$ cat config.mk
export PLATFORM = sky130hd
export DESIGN_NAME = shc_compositor
export DESIGN_NICKNAME = d
export VERILOG_FILES = /design/src/rtl/shc_pkg.sv /design/src/rtl/shc_layer_unpack.sv /design/src/rtl/shc_layer_resolve.sv /design/src/rtl/shc_bright_apply.sv /design/src/rtl/shc_compositor.sv
export SDC_FILE = /design/constraint.sdc
export NUM_CORES = 1
export LEC_CHECK = 0
export ABC_CLOCK_PERIOD_IN_PS = 4850
export BUFFER_PORTS_ARGS = -buffer_cell sky130_fd_sc_hd__buf_4
export CORE_MARGIN = 4
export CORE_UTILIZATION = 30
export DETAILED_ROUTE_END_ITERATION = 10
export PLACE_DENSITY = 0.61
export SLEW_MARGIN = 20
export SYNTH_ARGS = -nofsm -noshare
export SYNTH_HDL_FRONTEND = slang
export SYNTH_SLANG_ARGS = --single-unit
$ cat constraint.sdc
create_clock -name clk -period 4.85 [get_ports clk]
set_clock_uncertainty 0.1 [all_clocks]
set_input_delay 0 -clock clk [delete_from_list [all_inputs] [get_ports clk]]
set_output_delay 0 -clock clk [all_outputs]
set_load 0.1 [all_outputs]
$ cat src/rtl/shc_pkg.sv
package shc_pkg;
   typedef enum logic [1:0] {
      LVL_SHADOW = 2'd0,
      LVL_NORMAL = 2'd1,
      LVL_HIGH   = 2'd2
   } lvl_e;
endpackage

$ cat src/rtl/shc_layer_unpack.sv
module shc_layer_unpack #(
   parameter int IDX_W = 4,
   parameter int PAL_W = 2
) (
   input  logic [IDX_W+PAL_W:0] pix,
   output logic [IDX_W-1:0]     idx,
   output logic [PAL_W-1:0]     pal,
   output logic                 pri,
   output logic                 opaque
);
   localparam int PRI_BIT = IDX_W + PAL_W;

   assign idx    = pix[IDX_W-1:0];
   assign pal    = pix[PRI_BIT-1:IDX_W];
   assign pri    = pix[PRI_BIT];
   assign opaque = (pix[IDX_W-1:0] != '0);
endmodule

$ cat src/rtl/shc_layer_resolve.sv
module shc_layer_resolve
   import shc_pkg::*;
#(
   parameter int IDX_W = 4,
   parameter int PAL_W = 2
) (
   input  logic                   sh_en,
   input  logic [IDX_W+PAL_W-1:0] bd_sel,
   input  logic [IDX_W-1:0]       a_idx,
   input  logic [PAL_W-1:0]       a_pal,
   input  logic                   a_pri,
   input  logic                   a_opq,
   input  logic [IDX_W-1:0]       b_idx,
   input  logic [PAL_W-1:0]       b_pal,
   input  logic                   b_pri,
   input  logic                   b_opq,
   input  logic [IDX_W-1:0]       s_idx,
   input  logic [PAL_W-1:0]       s_pal,
   input  logic                   s_pri,
   input  logic                   s_opq,
   output logic [IDX_W+PAL_W-1:0] addr,
   output lvl_e                   level
);
   localparam logic [IDX_W-1:0] SH_CODE = '1;
   localparam logic [IDX_W-1:0] HL_CODE = SH_CODE - 1'b1;

   typedef enum logic [1:0] {WIN_BD, WIN_A, WIN_B, WIN_S} win_e;

   logic op_pal, op_sh, op_hl, s_draw, planes_dark, op_ok;
   win_e win;
   lvl_e base;

   assign op_pal      = sh_en && (s_pal == '1);
   assign op_sh       = op_pal && (s_idx == SH_CODE);
   assign op_hl       = op_pal && (s_idx == HL_CODE);
   assign s_draw      = s_opq && !op_sh && !op_hl;
   assign planes_dark = !a_pri && !b_pri;
   assign op_ok       = s_pri || planes_dark;

   always_comb begin
      if      (s_draw && s_pri) win = WIN_S;
      else if (a_opq && a_pri)  win = WIN_A;
      else if (b_opq && b_pri)  win = WIN_B;
      else if (s_draw)          win = WIN_S;
      else if (a_opq)           win = WIN_A;
      else if (b_opq)           win = WIN_B;
      else                      win = WIN_BD;
   end

   always_comb begin
      unique case (win)
         WIN_A:   addr = {a_pal, a_idx};
         WIN_B:   addr = {b_pal, b_idx};
         WIN_S:   addr = {s_pal, s_idx};
         default: addr = bd_sel;
      endcase
   end

   always_comb begin
      base = planes_dark ? LVL_SHADOW : LVL_NORMAL;
      if (!sh_en) begin
         level = LVL_NORMAL;
      end else if (win == WIN_S) begin
         if (s_idx == HL_CODE)          level = LVL_NORMAL;
         else if (planes_dark && !s_pri) level = LVL_SHADOW;
         else                            level = LVL_NORMAL;
      end else if (op_sh && op_ok) begin
         level = LVL_SHADOW;
      end else if (op_hl && op_ok) begin
         level = (base == LVL_SHADOW) ? LVL_NORMAL : LVL_HIGH;
      end else begin
         level = base;
      end
   end
endmodule

$ cat src/rtl/shc_bright_apply.sv
module shc_bright_apply
   import shc_pkg::*;
#(
   parameter int COMP_W = 3,
   parameter int NCOMP  = 3
) (
   input  logic [COMP_W*NCOMP-1:0]     color,
   input  lvl_e                        level,
   output logic [(COMP_W+1)*NCOMP-1:0] rgb
);
   localparam logic [COMP_W:0] HL_OFS = (COMP_W+1)'((1 << COMP_W) - 1);

   for (genvar k = 0; k < NCOMP; k++) begin : g_comp
      logic [COMP_W-1:0] c;
      assign c = color[k*COMP_W +: COMP_W];
      always_comb begin
         unique case (level)
            LVL_SHADOW: rgb[k*(COMP_W+1) +: COMP_W+1] = {1'b0, c};
            LVL_HIGH:   rgb[k*(COMP_W+1) +: COMP_W+1] = {1'b0, c} + HL_OFS;
            default:    rgb[k*(COMP_W+1) +: COMP_W+1] = {c, 1'b0};
         endcase
      end
   end
endmodule

$ cat src/rtl/shc_compositor.sv
module shc_compositor
   import shc_pkg::*;
#(
   parameter int IDX_W  = 4,
   parameter int PAL_W  = 2,
   parameter int COMP_W = 3,
   parameter int NCOMP  = 3,
   localparam int ADDR_W  = IDX_W + PAL_W,
   localparam int LAYER_W = ADDR_W + 1,
   localparam int COL_W   = COMP_W * NCOMP,
   localparam int OUT_W   = (COMP_W + 1) * NCOMP
) (
   input  logic               clk,
   input  logic               rst_n,
   input  logic               pix_valid,
   input  logic               sh_en,
   input  logic [ADDR_W-1:0]  bd_sel,
   input  logic [LAYER_W-1:0] pa_pix,
   input  logic [LAYER_W-1:0] pb_pix,
   input  logic [LAYER_W-1:0] sp_pix,
   output logic [ADDR_W-1:0]  pal_rd_addr,
   input  logic [COL_W-1:0]   pal_rd_data,
   output logic               out_valid,
   output logic [OUT_W-1:0]   out_rgb
);
   if (IDX_W < 2) begin : g_chk_idx
      $error("IDX_W must be at least 2 to hold the operator codes");
   end
   if (PAL_W < 1) begin : g_chk_pal
      $error("PAL_W must be at least 1");
   end
   if (COMP_W < 1 || NCOMP < 1) begin : g_chk_comp
      $error("colour component geometry must be non-empty");
   end

   localparam int NL = 3;

   logic [LAYER_W-1:0] l_pix [NL];
   logic [IDX_W-1:0]   l_idx [NL];
   logic [PAL_W-1:0]   l_pal [NL];
   logic               l_pri [NL];
   logic               l_opq [NL];

   assign l_pix[0] = pa_pix;
   assign l_pix[1] = pb_pix;
   assign l_pix[2] = sp_pix;

   for (genvar i = 0; i < NL; i++) begin : g_layer
      shc_layer_unpack #(.IDX_W(IDX_W), .PAL_W(PAL_W)) i_unpack (
         .pix    (l_pix[i]),
         .idx    (l_idx[i]),
         .pal    (l_pal[i]),
         .pri    (l_pri[i]),
         .opaque (l_opq[i])
      );
   end

   logic [ADDR_W-1:0] res_addr;
   lvl_e              res_level;

   shc_layer_resolve #(.IDX_W(IDX_W), .PAL_W(PAL_W)) i_resolve (
      .sh_en (sh_en),  .bd_sel(bd_sel),
      .a_idx (l_idx[0]), .a_pal(l_pal[0]), .a_pri(l_pri[0]), .a_opq(l_opq[0]),
      .b_idx (l_idx[1]), .b_pal(l_pal[1]), .b_pri(l_pri[1]), .b_opq(l_opq[1]),
      .s_idx (l_idx[2]), .s_pal(l_pal[2]), .s_pri(l_pri[2]), .s_opq(l_opq[2]),
      .addr  (res_addr), .level(res_level)
   );

   logic              s1_valid;
   logic [ADDR_W-1:0] s1_addr;
   lvl_e              s1_level;

   always_ff @(posedge clk) begin
      if (!rst_n) begin
         s1_valid <= 1'b0;
         s1_addr  <= '0;
         s1_level <= LVL_NORMAL;
      end else begin
         s1_valid <= pix_valid;
         if (pix_valid) begin
            s1_addr  <= res_addr;
            s1_level <= res_level;
         end
      end
   end

   assign pal_rd_addr = s1_addr;

   logic [OUT_W-1:0] rgb_next;

   shc_bright_apply #(.COMP_W(COMP_W), .NCOMP(NCOMP)) i_bright (
      .color (pal_rd_data),
      .level (s1_level),
      .rgb   (rgb_next)
   );

   always_ff @(posedge clk) begin
      if (!rst_n) begin
         out_valid <= 1'b0;
         out_rgb   <= '0;
      end else begin
         out_valid <= s1_valid;
         if (s1_valid) out_rgb <= rgb_next;
      end
   end

   localparam logic [IDX_W-1:0] SH_CODE = '1;
   localparam logic [IDX_W-1:0] HL_CODE = SH_CODE - 1'b1;

   AST_LATENCY: assert property (@(posedge clk) disable iff (!rst_n)
      pix_valid |-> ##2 out_valid);
   AST_BACKDROP_ONLY: assert property (@(posedge clk) disable iff (!rst_n)
      (pix_valid && res_addr[IDX_W-1:0] == '0) |-> (res_addr == bd_sel));
   AST_MODE_OFF_NORMAL: assert property (@(posedge clk) disable iff (!rst_n)
      (pix_valid && !sh_en) |-> (res_level == LVL_NORMAL));
   AST_HIGH_NEEDS_OP: assert property (@(posedge clk) disable iff (!rst_n)
      (pix_valid && res_level == LVL_HIGH) |->
      (sh_en && sp_pix[ADDR_W-1:IDX_W] == '1 && sp_pix[IDX_W-1:0] == HL_CODE));
   AST_SHADOW_CAUSE: assert property (@(posedge clk) disable iff (!rst_n)
      (pix_valid && res_level == LVL_SHADOW) |->
      (sh_en && ((!pa_pix[ADDR_W] && !pb_pix[ADDR_W]) ||
                 (sp_pix[ADDR_W-1:IDX_W] == '1 && sp_pix[IDX_W-1:0] == SH_CODE))));
endmodule

==> summary.txt <==
Total CTS buffers: 3
Clk_lat worst skew: 0.27 ns
Die H: 76.3 um
Setup WS pre-CTS: 2.94 ns
Hpwl dp: 2820 um
Synth Warn #: 0
I/O Buffers: 58
Initial DRC Count: 56
Final Wtd Congestion: 0.791
Syn Nets: 201
Max-slew violations: 0
Worst-path clk slew: 0.09 ns
Worst hold slack: 0.00823 ns
Number of global-route vias before repair: 1346
Final hold vios: 0
Post-DRT Antenna Nets: 0
Nets: 277
Antenna violations before repair: 0
Die area: 0.00582 mm^2
Fin crit period: 2.88 ns
CP Data Arrival Time: 2.94 ns
Power per cell area: 257 mW/mm^2
Post-DR vias/cell: 4.95
Crit. End Element: flip-flop
First-pass DRT Iterations: 4
Boundary Pins: 59
Final setup violation count: 0
CTS tree: built
Residual DRC count: 0
Max-cap violations: 0
Hold WC Path Type: in2reg
Critical Path Start Type: primary input
Status: complete, no violations
Sequential-to-total area share from yosys stat: 0.315
Max H-tree Level: 1
Actual slew at the worst max-slew pin: 0.858 ns
Largest net degree at the start of global routing: 24
GRT Resource Usage Total: 0.132
Final setup TNS: 0 ns
DR WL/cell: 13.4 um
Worst-case clock buffer depth: 2
Root Driver: clkbuf_8
Mapped Avg Cell Area: 8.92 um^2
WL final: 3820 um
Final period util: 0.594
Setup Crit Path Kind: in2reg
Leakage power: 0.000956 uW
Critical-path maximum fanout: 15
Unrepaired setup endpoints after global routing: false
Initial core utilization: 0.315
Mapped Cells: 157
Post-CTS Setup Inserts: 0
Netlist Area Pre-Place: 0.00140 mm^2
Via Count: 1407
Fmax: 0.347 GHz
First-pass GRT wire length: 6330 um
Synth Register Bits: 22
Placeable Area: 0.00444 mm^2
GR Overflow Total: 0
Fin worst setup slack: 1.97 ns
Most common cell after layout, fill and taps aside: buf_4
FP Rows: 24
Die Width: 76.3 um
Share of layout cells above drive strength 1: 0.280
Most frequent cells in the layout: buf_4, dlygate4sd3_1, dfxtp_1, mux2i_1, nand2_1
Num Clock Sinks: 22
Yosys cell types: 34
Critical Path RT: 4.91 ns
Max-slew headroom: 0.428
ANT cells: 0
Area growth syn-to-layout: 53.4%
VDD IR-drop max: 0.126 mV
[through the flow]
stage	total power (uW)	util	cell area, um^2	cells
6_report	552	0.483	2150	284
5_1_grt	579	0.483	2150	284
4_1_cts	559	0.483	2150	284
3_5_place_dp	365	0.416	1850	257
3_3_place_gp	364	0.416	1850	257
2_1_floorplan	313	-	1400	157
[worst max-delay path, cell delays in order]
cell and delay [ns]:
dlygate4sd3_1 0.53, buf_4 0.11, and3_1 0.19, a21oi_1 0.12
o32ai_4 0.47, mux2i_1 0.27, dlygate4sd3_1 0.57, o221ai_1 0.10
dlygate4sd3_1 0.57
[per-layer routing]
metal  share of wire  global-route usage  vias to the layer above  wire, um
met5               0                   0                        -         0
met3           0.039              0.0331                       10       150
met1            0.45               0.164                      647      1700
li1                -                   -                      723         -
met2            0.49               0.216                       27      1860
met4           0.029              0.0525                        0       109
[cell usage after synthesis]
| library cell | number | area [um^2] |
|---|---|---|
| a211oi_1 | 1 | 7.51 |
| a21boi_1 | 4 | 30.0 |
| a21oi_1 | 6 | 30.0 |
| a31oi_1 | 1 | 6.26 |
| and2_1 | 5 | 31.3 |
| and3_1 | 4 | 25.0 |
| buf_12 | 1 | 20.0 |
| clkbuf_1 | 9 | 33.8 |
| dfxtp_1 | 22 | 440 |
| ha_1 | 4 | 50.1 |
| inv_1 | 12 | 45.0 |
| mux2i_1 | 15 | 150 |
| nand2_1 | 13 | 48.8 |
| nand2b_1 | 7 | 43.8 |
| nand3b_1 | 6 | 45.0 |
| nor2_1 | 1 | 3.75 |
| nor2b_1 | 4 | 25.0 |
| nor3b_1 | 1 | 7.51 |
| nor4_1 | 1 | 6.26 |
| nor4_4 | 1 | 21.3 |
| o2111a_1 | 1 | 11.3 |
| o2111ai_1 | 1 | 8.76 |
| o211a_1 | 3 | 30.0 |
| o211ai_1 | 5 | 37.5 |
| o21a_2 | 1 | 8.76 |
| o21ai_0 | 6 | 30.0 |
| o221ai_1 | 9 | 78.8 |
| o22ai_1 | 3 | 18.8 |
| o32ai_4 | 1 | 27.5 |
| o41a_1 | 1 | 11.3 |
| or3_1 | 1 | 6.26 |
| or4_1 | 1 | 7.51 |
| xnor2_1 | 3 | 26.3 |
| xor2_1 | 3 | 26.3 |
[final timing paths]
kind | from | end | slack [ns] | cells after the start
max | sh_en | pal_rd_addr[3] | 1.97 | 9
min | rst_n | out_rgb[5] | 0.008 | 2
max reg2reg | s1_level[0] | s1_level[0] | 3.18 | 3
min reg2reg | out_rgb[3] | out_rgb[3] | 0.37 | 2
[state kept, by name, summed over array words and instances, names as in the netlist]
signal	flops
out_rgb	12
pal_rd_addr	6
s1_level	2
out_valid	1
s1_valid	1
[logic make-up after synthesis]
family | share of synthesized area
AO/OA/AOI/OAI | 0.240
AND/OR/NAND/NOR | 0.194
flip-flops | 0.315
adder cells (fa/ha/maj) | 0.0357
buffers and inverters | 0.0706
XOR/XNOR | 0.0375
multiplexers | 0.107
[where the power goes]
group / leakage (uW) / total, uW / internal [uW] / switching [uW]
clock network: 0.0000357 / 174 / 110 / 63.2
logic: 0.000740 / 180 / 72.4 / 108
registers: 0.000180 / 199 / 190 / 8.64
total: 0.000956 / 552 / 373 / 179
[cell type report]
cell class / instances / area [um^2]
fill: 450 / 2300
multi-input combinational: 113 / 861
timing repair buffer: 81 / 666
clock inverter: 1 / 30.0
sequential: 22 / 440
clock buffer: 3 / 41.3
tap: 52 / 65.1
inverter: 12 / 45.0
[repair_timing]
item                                   in CTS  in global routing
endpoints found under the hold margin      11                  0
hold buffers                               23                  0
setup endpoints to repair                   0                  0
gates resized for setup                     0                  0
Power figures use the tool's default switching activity.
